## src/rtl/scsi_regs_pkg.sv

```systemverilog
package scsi_regs_pkg;

  localparam int ADDR_W = 3;

  // Host offsets: fixed because software decodes them
  localparam logic [ADDR_W-1:0] OFS_DATA  = 3'd0;
  localparam logic [ADDR_W-1:0] OFS_ICMD  = 3'd1;
  localparam logic [ADDR_W-1:0] OFS_MODE  = 3'd2;
  localparam logic [ADDR_W-1:0] OFS_TCMD  = 3'd3;
  localparam logic [ADDR_W-1:0] OFS_BUSST = 3'd4;
  localparam logic [ADDR_W-1:0] OFS_STAT  = 3'd5;
  localparam logic [ADDR_W-1:0] OFS_TRCV  = 3'd6;
  localparam logic [ADDR_W-1:0] OFS_IRCV  = 3'd7;

  typedef enum logic [1:0] {
    XFER_IDLE  = 2'd0,
    XFER_SEND  = 2'd1,
    XFER_IRECV = 2'd2
  } xfer_mode_e;

  // Initiator command / mode bits
  localparam int ICMD_DRIVE_BIT  = 0;
  localparam int MODE_XFER_BIT   = 1;
  localparam int MODE_BSYMON_BIT = 2;
  localparam int MODE_EOPIRQ_BIT = 3;

  // Sampled control lines
  localparam int CTL_BSY = 6;
  localparam int CTL_REQ = 5;
  localparam int CTL_MSG = 4;
  localparam int CTL_CD  = 3;
  localparam int CTL_IO  = 2;

  // Composite status word
  localparam int ST_ACK    = 0;
  localparam int ST_BSYERR = 2;
  localparam int ST_PHASE  = 3;
  localparam int ST_IRQ    = 4;
  localparam int ST_PAR    = 5;
  localparam int ST_DRQ    = 6;
  localparam int ST_EOD    = 7;

endpackage

```

## src/rtl/scsi_rst_sync.sv

```systemverilog
module scsi_rst_sync #(
  parameter int STAGES = 2
) (
  input  logic clk,
  input  logic rst_n,
  output logic rst_sync_n
);
  logic [STAGES-1:0] sync_q;

  always_ff @(posedge clk or negedge rst_n) begin
    if (!rst_n) sync_q <= '0;
    else        sync_q <= {sync_q[STAGES-2:0], 1'b1};
  end

  assign rst_sync_n = sync_q[STAGES-1];
endmodule

```

## src/rtl/scsi_reg_bank.sv

```systemverilog
module scsi_reg_bank
  import scsi_regs_pkg::*;
#(
  parameter int DATA_W = 8,
  parameter int TCMD_W = 4
) (
  input  logic              clk,
  input  logic              rst_n,
  input  logic              wr_en,
  input  logic [ADDR_W-1:0] addr,
  input  logic [DATA_W-1:0] wdata,
  input  logic              lbs_set,
  output logic [DATA_W-1:0] odr_q,
  output logic [DATA_W-1:0] icr_q,
  output logic [DATA_W-1:0] mode_q,
  output logic [TCMD_W-1:0] tcmd_q,
  output logic              lbs_q,
  output xfer_mode_e        xm_q,
  output logic              mode_clr
);
  logic       ld_odr, ld_icr, ld_mode, ld_tcmd, ld_xm, ld_lbs;
  xfer_mode_e xm_d;
  logic       lbs_d;

  always_comb begin
    ld_odr   = wr_en && (addr == OFS_DATA);
    ld_icr   = wr_en && (addr == OFS_ICMD);
    ld_mode  = wr_en && (addr == OFS_MODE);
    ld_tcmd  = wr_en && (addr == OFS_TCMD);
    mode_clr = ld_mode && !wdata[MODE_XFER_BIT];

    xm_d  = xm_q;
    ld_xm = 1'b0;
    if (mode_clr) begin
      xm_d  = XFER_IDLE;
      ld_xm = 1'b1;
    end else if (wr_en && (addr == OFS_STAT)) begin
      xm_d  = XFER_SEND;
      ld_xm = 1'b1;
    end else if (wr_en && (addr == OFS_IRCV)) begin
      xm_d  = XFER_IRECV;
      ld_xm = 1'b1;
    end

    lbs_d  = mode_clr ? 1'b0 : 1'b1;
    ld_lbs = mode_clr || lbs_set;
  end

  always_ff @(posedge clk or negedge rst_n) begin
    if (!rst_n) begin
      odr_q  <= '0;
      icr_q  <= '0;
      mode_q <= '0;
      tcmd_q <= '0;
      lbs_q  <= 1'b0;
      xm_q   <= XFER_IDLE;
    end else begin
      if (ld_odr)  odr_q  <= wdata;
      if (ld_icr)  icr_q  <= wdata;
      if (ld_mode) mode_q <= wdata;
      if (ld_tcmd) tcmd_q <= wdata[TCMD_W-1:0];
      if (ld_lbs)  lbs_q  <= lbs_d;
      if (ld_xm)   xm_q   <= xm_d;
    end
  end
endmodule

```

## src/rtl/scsi_flag_ctl.sv

```systemverilog
module scsi_flag_ctl (
  input  logic clk,
  input  logic rst_n,
  input  logic eop_set,
  input  logic par_set,
  input  logic rd_clr,
  input  logic mode_clr,
  input  logic eop_irq_en,
  output logic eod_q,
  output logic irq_q,
  output logic par_q
);
  logic eod_d, irq_d, par_d;
  logic ld_eod, ld_irq, ld_par;

  always_comb begin
    ld_eod = mode_clr || eop_set;
    eod_d  = !mode_clr;
    ld_irq = rd_clr || (eop_set && eop_irq_en);
    irq_d  = eop_set && eop_irq_en;
    ld_par = rd_clr || par_set;
    par_d  = par_set;
  end

  always_ff @(posedge clk or negedge rst_n) begin
    if (!rst_n) begin
      eod_q <= 1'b0;
      irq_q <= 1'b0;
      par_q <= 1'b0;
    end else begin
      if (ld_eod) eod_q <= eod_d;
      if (ld_irq) irq_q <= irq_d;
      if (ld_par) par_q <= par_d;
    end
  end
endmodule

```

## src/rtl/scsi_read_mux.sv

```systemverilog
module scsi_read_mux
  import scsi_regs_pkg::*;
#(
  parameter int DATA_W = 8
) (
  input  logic [ADDR_W-1:0] addr,
  input  logic [DATA_W-1:0] odr,
  input  logic [DATA_W-1:0] icr,
  input  logic [DATA_W-1:0] mode,
  input  logic [DATA_W-1:0] tcr,
  input  logic [DATA_W-1:0] bus_data,
  input  logic [DATA_W-1:0] bus_ctl,
  input  logic              bus_ack,
  input  logic              eod,
  input  logic              irq,
  input  logic              par,
  output logic [DATA_W-1:0] rdata
);
  logic [DATA_W-1:0] stat_word;
  logic              phase_ok;

  always_comb begin
    phase_ok  = (tcr[2:0] == {bus_ctl[CTL_MSG], bus_ctl[CTL_CD], bus_ctl[CTL_IO]});
    stat_word = '0;
    stat_word[ST_ACK]    = bus_ack;
    stat_word[ST_BSYERR] = !bus_ctl[CTL_BSY] && mode[MODE_BSYMON_BIT];
    stat_word[ST_PHASE]  = phase_ok;
    stat_word[ST_IRQ]    = irq;
    stat_word[ST_PAR]    = par;
    stat_word[ST_DRQ]    = bus_ctl[CTL_REQ] && mode[MODE_XFER_BIT];
    stat_word[ST_EOD]    = eod;
  end

  always_comb begin
    case (addr)
      OFS_DATA:  rdata = icr[ICMD_DRIVE_BIT] ? odr : bus_data;
      OFS_ICMD:  rdata = icr;
      OFS_MODE:  rdata = mode;
      OFS_TCMD:  rdata = tcr;
      OFS_BUSST: rdata = bus_ctl;
      OFS_STAT:  rdata = stat_word;
      default:   rdata = '1;
    endcase
  end
endmodule

```

## src/rtl/scsi_host_regs.sv

```systemverilog
module scsi_host_regs
  import scsi_regs_pkg::*;
#(
  parameter int DATA_W    = 8,
  parameter int TCMD_W    = 4,
  parameter int RST_STAGE = 2
) (
  input  logic              clk,
  input  logic              rst_n,
  input  logic [2:0]        host_addr,
  input  logic              host_wr,
  input  logic              host_rd,
  input  logic [DATA_W-1:0] host_wdata,
  output logic [DATA_W-1:0] host_rdata,
  input  logic [DATA_W-1:0] bus_data_in,
  input  logic [DATA_W-1:0] bus_ctl_in,
  input  logic              bus_ack_in,
  input  logic              par_err_in,
  input  logic              eop_in,
  input  logic              lbs_in,
  output logic [DATA_W-1:0] odr_out,
  output logic [DATA_W-1:0] icr_out,
  output logic [DATA_W-1:0] tcr_out,
  output logic [1:0]        dma_mode_out,
  output logic              dma_active_out,
  output logic              irq_out
);
  localparam int TPAD_W = DATA_W - 1 - TCMD_W;

  logic              rst_sync_n;
  logic [DATA_W-1:0] odr_q, icr_q, mode_q;
  logic [TCMD_W-1:0] tcmd_q;
  logic              lbs_q, mode_clr;
  xfer_mode_e        xm_q;
  logic              eod_q, irq_q, par_q;
  logic              rd_clr;
  logic [DATA_W-1:0] tcr_w;

  scsi_rst_sync #(.STAGES(RST_STAGE)) u_rst (
    .clk(clk), .rst_n(rst_n), .rst_sync_n(rst_sync_n)
  );

  scsi_reg_bank #(.DATA_W(DATA_W), .TCMD_W(TCMD_W)) u_bank (
    .clk(clk), .rst_n(rst_sync_n), .wr_en(host_wr), .addr(host_addr),
    .wdata(host_wdata), .lbs_set(lbs_in), .odr_q(odr_q), .icr_q(icr_q),
    .mode_q(mode_q), .tcmd_q(tcmd_q), .lbs_q(lbs_q), .xm_q(xm_q),
    .mode_clr(mode_clr)
  );

  assign rd_clr = host_rd && (host_addr == OFS_IRCV);

  scsi_flag_ctl u_flags (
    .clk(clk), .rst_n(rst_sync_n), .eop_set(eop_in), .par_set(par_err_in),
    .rd_clr(rd_clr), .mode_clr(mode_clr),
    .eop_irq_en(mode_q[MODE_EOPIRQ_BIT]),
    .eod_q(eod_q), .irq_q(irq_q), .par_q(par_q)
  );

  assign tcr_w = {lbs_q, {TPAD_W{1'b0}}, tcmd_q};

  scsi_read_mux #(.DATA_W(DATA_W)) u_rmux (
    .addr(host_addr), .odr(odr_q), .icr(icr_q), .mode(mode_q), .tcr(tcr_w),
    .bus_data(bus_data_in), .bus_ctl(bus_ctl_in), .bus_ack(bus_ack_in),
    .eod(eod_q), .irq(irq_q), .par(par_q), .rdata(host_rdata)
  );

  assign odr_out        = odr_q;
  assign icr_out        = icr_q;
  assign tcr_out        = tcr_w;
  assign dma_mode_out   = xm_q;
  assign dma_active_out = mode_q[MODE_XFER_BIT] && (xm_q != XFER_IDLE);
  assign irq_out        = irq_q;
endmodule

```

## config.mk

```make
export PLATFORM = sky130hd
export DESIGN_NAME = scsi_host_regs
export DESIGN_NICKNAME = d
export VERILOG_FILES = /design/src/rtl/scsi_regs_pkg.sv /design/src/rtl/scsi_rst_sync.sv /design/src/rtl/scsi_reg_bank.sv /design/src/rtl/scsi_flag_ctl.sv /design/src/rtl/scsi_read_mux.sv /design/src/rtl/scsi_host_regs.sv
export SDC_FILE = /design/constraint.sdc
export NUM_CORES = 1
export LEC_CHECK = 0
export BUFFER_PORTS_ARGS = -buffer_cell sky130_fd_sc_hd__buf_2
export CAP_MARGIN = 5
export CORE_MARGIN = 5
export CORE_UTILIZATION = 50
export DETAILED_ROUTE_END_ITERATION = 6
export PLACE_DENSITY_LB_ADDON = 0.08
export SETUP_SLACK_MARGIN = 0.4
export SLEW_MARGIN = 20
export SYNTH_ARGS = -nofsm -noshare
export SYNTH_HDL_FRONTEND = slang
export SYNTH_SLANG_ARGS = --single-unit
```

## constraint.sdc

```tcl
create_clock -name clk -period 3.4 [get_ports clk]
set_input_delay 1.02 -clock clk [delete_from_list [all_inputs] [get_ports clk]]
set_output_delay 1.02 -clock clk [all_outputs]
set_load 0.05 [all_outputs]
```

# Yosys cells after proc, flatten, opt, wreduce, memory -nomap -nowiden
# Index checks and enable logic that the tools add are counted.
# word_totals
regBits	36
in_bits	35
# classes
n_eq_ne	7
mux	9
reduce_logical	23
# op_table
op	n
8-bit one-hot mux with 6 select lines	1
1-bit logical AND	12
3-bit == test (second input constant)	3
8-bit two-way mux	1
3-bit by 2-bit == test with 1-bit output (second input constant)	2
2-bit two-way mux	3
1-bit logical OR	4
1-bit two-way mux	4
3-bit by 1-bit == test with 1-bit output (second input constant)	1
3-bit == test	1
1-bit zero test	3
3-bit zero test	1
3-bit nonzero test	1
2-bit AND reduction	1
2-bit nonzero test	1

# Longest topological paths before layout
# depth
ltp_word	6
depth_mapped	5
ltp_nobuf	3

# Modules after synthesis
# A second synthesis with hierarchy kept.
# unflattened
hier_cells	169
area_unflattened_um2	2001.9
# by_module_without_submodules
mod	n_inst	cells_each	area_each_um2	seq_area_each_um2
scsi_reg_bank	1	77	1242.4	775.7
scsi_read_mux	1	74	553.0	0.0
scsi_flag_ctl	1	8	102.6	75.1
scsi_rst_sync	1	3	53.8	50.0
scsi_host_regs	1	7	50.0	0.0

# Least setup slack after synthesis
# OpenSTA, ideal clock, no wires.
# synth_path
path_type	input to output
from	input port host_addr[1]
to	output port host_rdata[2]
arrival_time_ps	2418
t_required_ps	2380
slack_ps	-38
stages	4
n_path_buf	1
path_cell_list	buf_2 nor2_1 a22oi_1 o2111ai_1
# synth_via
elab_chain_len	2
# synth_lines
element	line	source
start: declaration	scsi_host_regs.sv:10	input logic [2:0] host_addr,
3-bit == test (tied with other cells)	scsi_read_mux.sv:35	case (addr)
8-bit one-hot mux with 6 select lines *	scsi_read_mux.sv:35	
end: declaration	scsi_host_regs.sv:14	output logic [DATA_W-1:0] host_rdata,
# Mark *: on every way between the ends. The rest lies on a longest branch, timed or not.

# Worst setup path in the final report
# layout_path
from	input port bus_data_in[3]
to	output port host_rdata[3]
# layout_via
elab_chain_len	2
# layout_lines
element	line	source
start: declaration	scsi_host_regs.sv:15	input logic [DATA_W-1:0] bus_data_in,
8-bit two-way mux	scsi_read_mux.sv:36	OFS_DATA: rdata = icr[ICMD_DRIVE_BIT] ? odr : bus_data;
8-bit one-hot mux with 6 select lines	scsi_read_mux.sv:35	
# Every way passes these cells.

==> results.md <==
* Outcome: complete, no violations
* Slew margin rel. at ~64%
* Final #Nets at 274
* Yosys reg bits at 36
* Die Width at 73.2 um
* Layout cells sized above 1 at a little under three fifths
* Diode count at 0
* Setup Fix Bufs, Post-CTS at 0
* Final worst slack at around 410 ps
* Hold WS at between 200 and 300 ps
* Max Cap Violations at 0
* Multi-input gate area at 1130 um^2
* Worst-Margin Slew at between 500 and 600 ps
* Buffers plus inverters on the worst setup path at 2
* Seq/Total Area, Yosys at 45.1%
* Tmin final at approximately 3000 ps
* Crit end category: output pin
* Antenna violations before repair at 0
* Most frequent cells in the layout: 55 x buf_2, 35 x dfrtp_1, 29 x mux2_2
* Asr flop ratio synth at 100%
* Critical path launch point type: input port
* Final-report max-slew violation count at 0
* CTS H-tree lvls at 2
* CP dominant cell by count: buf_6
* Max rail drop VDD at between 0.4 and 0.5 mV
* Clock Tree Root: clkbuf_8
* All-Layer GR Usage at 21.2%
* Cell count after synthesis at 174
* Hold Vio Cnt, Final at 0
* Endpoints failing setup at 0
* Max stage delay on crit path at ~260 ps
* Critical path peak fanout at 1
* Row Count at 23
* Hold buffer count at cts at 0
* Worst path arrival time at between 1500 and 2000 ps
* I/O Buffers at 67
* Placement Setup Slack at 128 ps
* Starting density of the core at between 50% and 60%
* Sequential Area at approximately 900 um^2
* CTS tree: yes
* F_max at roughly 0.33 GHz
* Core footprint at ~3900 um^2
* Chip height at 73.2 um
* Routed wire length at between 5 and 6 mm
* Commonest non-fill, non-tap cell in the layout: buf_2
* CTS buffer count at 5
* Vias per cell at around 5.6
* DP Wirelength at between 3 and 4 mm
* Clock skew at approximately 5.9 ps
* Synth unique cells at 44
* GP Congestion at slightly above 0.8
* Design Area, Final at ~2700 um^2
* Area of the die at 5360 um^2
* RSZ-0062 raised after global routing: true
* Vias in the first global route at 1617
* Largest net degree at the start of global routing at 35
* Leak Pwr at around 1.2 nW
* CP Class: input port to output pin
* Total Power at ~1.6 mW
* Worst-path clk slew at roughly 80 ps
* Antenna viol nets, final at 0
* Mapped Area at 2000 um^2
* Worst Hold Class: flop to async pin
* Routed WL per cell at about 18 um
* Fin crit share at between 80 and 90%
* Post-route setup TNS at 0 ps
* Clock tree buffer depth at 2
* Routed via count at 1629
* Pre-Repair DR Iteration Count at 4
* Final-layout fill cell count at 316
* DRC at 0
* Later-pin clock latency in the skew report at just under 300 ps
* Crit path max-delay family: compound AO/OA/AOI/OAI gates
* Crit path cell chain: buf_6 -> mux2_4 -> a221oi_2 -> o2111ai_2 -> buf_6
* EDFF count, synth at 0
* Slowest-stage cell, CP: mux2_4
* Ys flop type: dfrtp_1
* Area growth syn-to-layout at 34.0%
* Avg Cell Area, Syn at ~11 um^2
* I/O pins at about 70
* Global route overflow at 0
* CP required at roughly 2400 ps
* # clock sinks at 36
* YS warnings at 0
* First-pass GRT wire length at roughly 8.5 mm
* Iteration-0 DRC Markers at 84
* Placement Cell Area at 2410 um^2
* Cell Pwr Density at between 600 and 700 nW/um^2
## kinds of logic (layout without fill, tap and decap cells)
logic type	Yosys count	in the layout	synth area share [%]
muxes	36	36	21.0
buffers and inverters	19	83	5.07
xor gates and xnor gates	3	3	1.31
DFF	36	36	45.1
AOI/OAI and AO/OA	40	40	14.0
other	2	4	0.376
and+or+nand+nor	38	38	13.2
## layer usage
layer	part of all wire, %	track usage (%)	vias up
met3	7.2	5.92	4
li1	-	-	776
met5	0	0	-
met2	48	32.1	49
met4	0.66	5.53	0
met1	44	29.8	800
## sequential cells by signal (all words and copies together) (netlist names)
name and count:
u_flags.par_q 1, u_bank.icr_q 8, u_flags.irq_q 1, u_flags.eod_q 1, u_bank.xm_q 2, u_bank.mode_q 8, u_bank.lbs_q 1, u_rst.sync_q 2
u_bank.tcmd_q 4, u_bank.odr_q 8
## synthesized netlist by cell type, types with 2 or more instances
cell / instances / share of area (%)
o221ai_1: 4 / 1.8
dfrtp_1: 36 / 45
mux2_2: 31 / 17
a21oi_1: 8 / 2.0
and2_1: 3 / 0.94
conb_1: 2 / 0.38
nor3b_1: 4 / 1.5
a221oi_1: 3 / 1.3
o2111ai_1: 2 / 0.88
mux2_4: 4 / 3.0
xnor2_1: 3 / 1.3
a22oi_1: 5 / 1.9
and3b_1: 4 / 1.8
nor2_1: 7 / 1.3
and3_1: 2 / 0.63
buf_4: 5 / 1.9
inv_1: 3 / 0.56
nor2b_1: 6 / 1.9
nand4_1: 2 / 0.63
o21ai_0: 7 / 1.8
a22o_1: 2 / 0.88
buf_2: 9 / 2.3
## report_power, final
part           leakage [nW]  internal [mW]  total, mW  switching (mW)
Combinational         0.733          0.231      0.653           0.422
Sequential            0.421          0.510      0.589          0.0788
Clock                0.0541          0.217      0.369           0.152
## cell type report
class	count	area share, %
repair buffers	71	16.9
flip-flops and latches	36	33.7
multi-input cells	121	42.3
inverters	4	0.654
clock inverters	3	1.59
well taps	50	2.34
clock buffers	5	2.57
## what timing repair did
action	CTS	global route
gates cloned	0	0
setup endpoints to repair	8	8
resized for setup	22	24
pin swaps	1	7
## final timing paths
path	slack [ps]	endpoint	cells after the start	from
min in group clk	360	u_rst.sync_q[1]$_DFF_PN0_	0	u_rst.sync_q[0]$_DFF_PN0_
max in group asynchronous	2800	u_bank.icr_q[0]$_DFFE_PN0P_	1	u_rst.sync_q[1]$_DFF_PN0_
worst max register to register	2480	u_bank.icr_q[0]$_DFFE_PN0P_	1	u_bank.icr_q[0]$_DFFE_PN0P_
worst min-delay path	270	u_bank.mode_q[4]$_DFFE_PN0N_	1	u_rst.sync_q[1]$_DFF_PN0_
worst min register to register	270	u_bank.mode_q[4]$_DFFE_PN0N_	1	u_rst.sync_q[1]$_DFF_PN0_
worst max-delay path	410	host_rdata[3]	5	bus_data_in[3]
## metrics by stage
| stage | std cells | utilization, % |
|---|---|---|
| floorplan | 176 | - |
| global placement | 282 | 61.2 |
| detailed placement | 282 | 61.2 |
| CTS | 290 | 65.5 |
| global route | 290 | 67.9 |
| finish | 290 | 67.9 |
No activity file was read; power rests on OpenSTA's default activity.
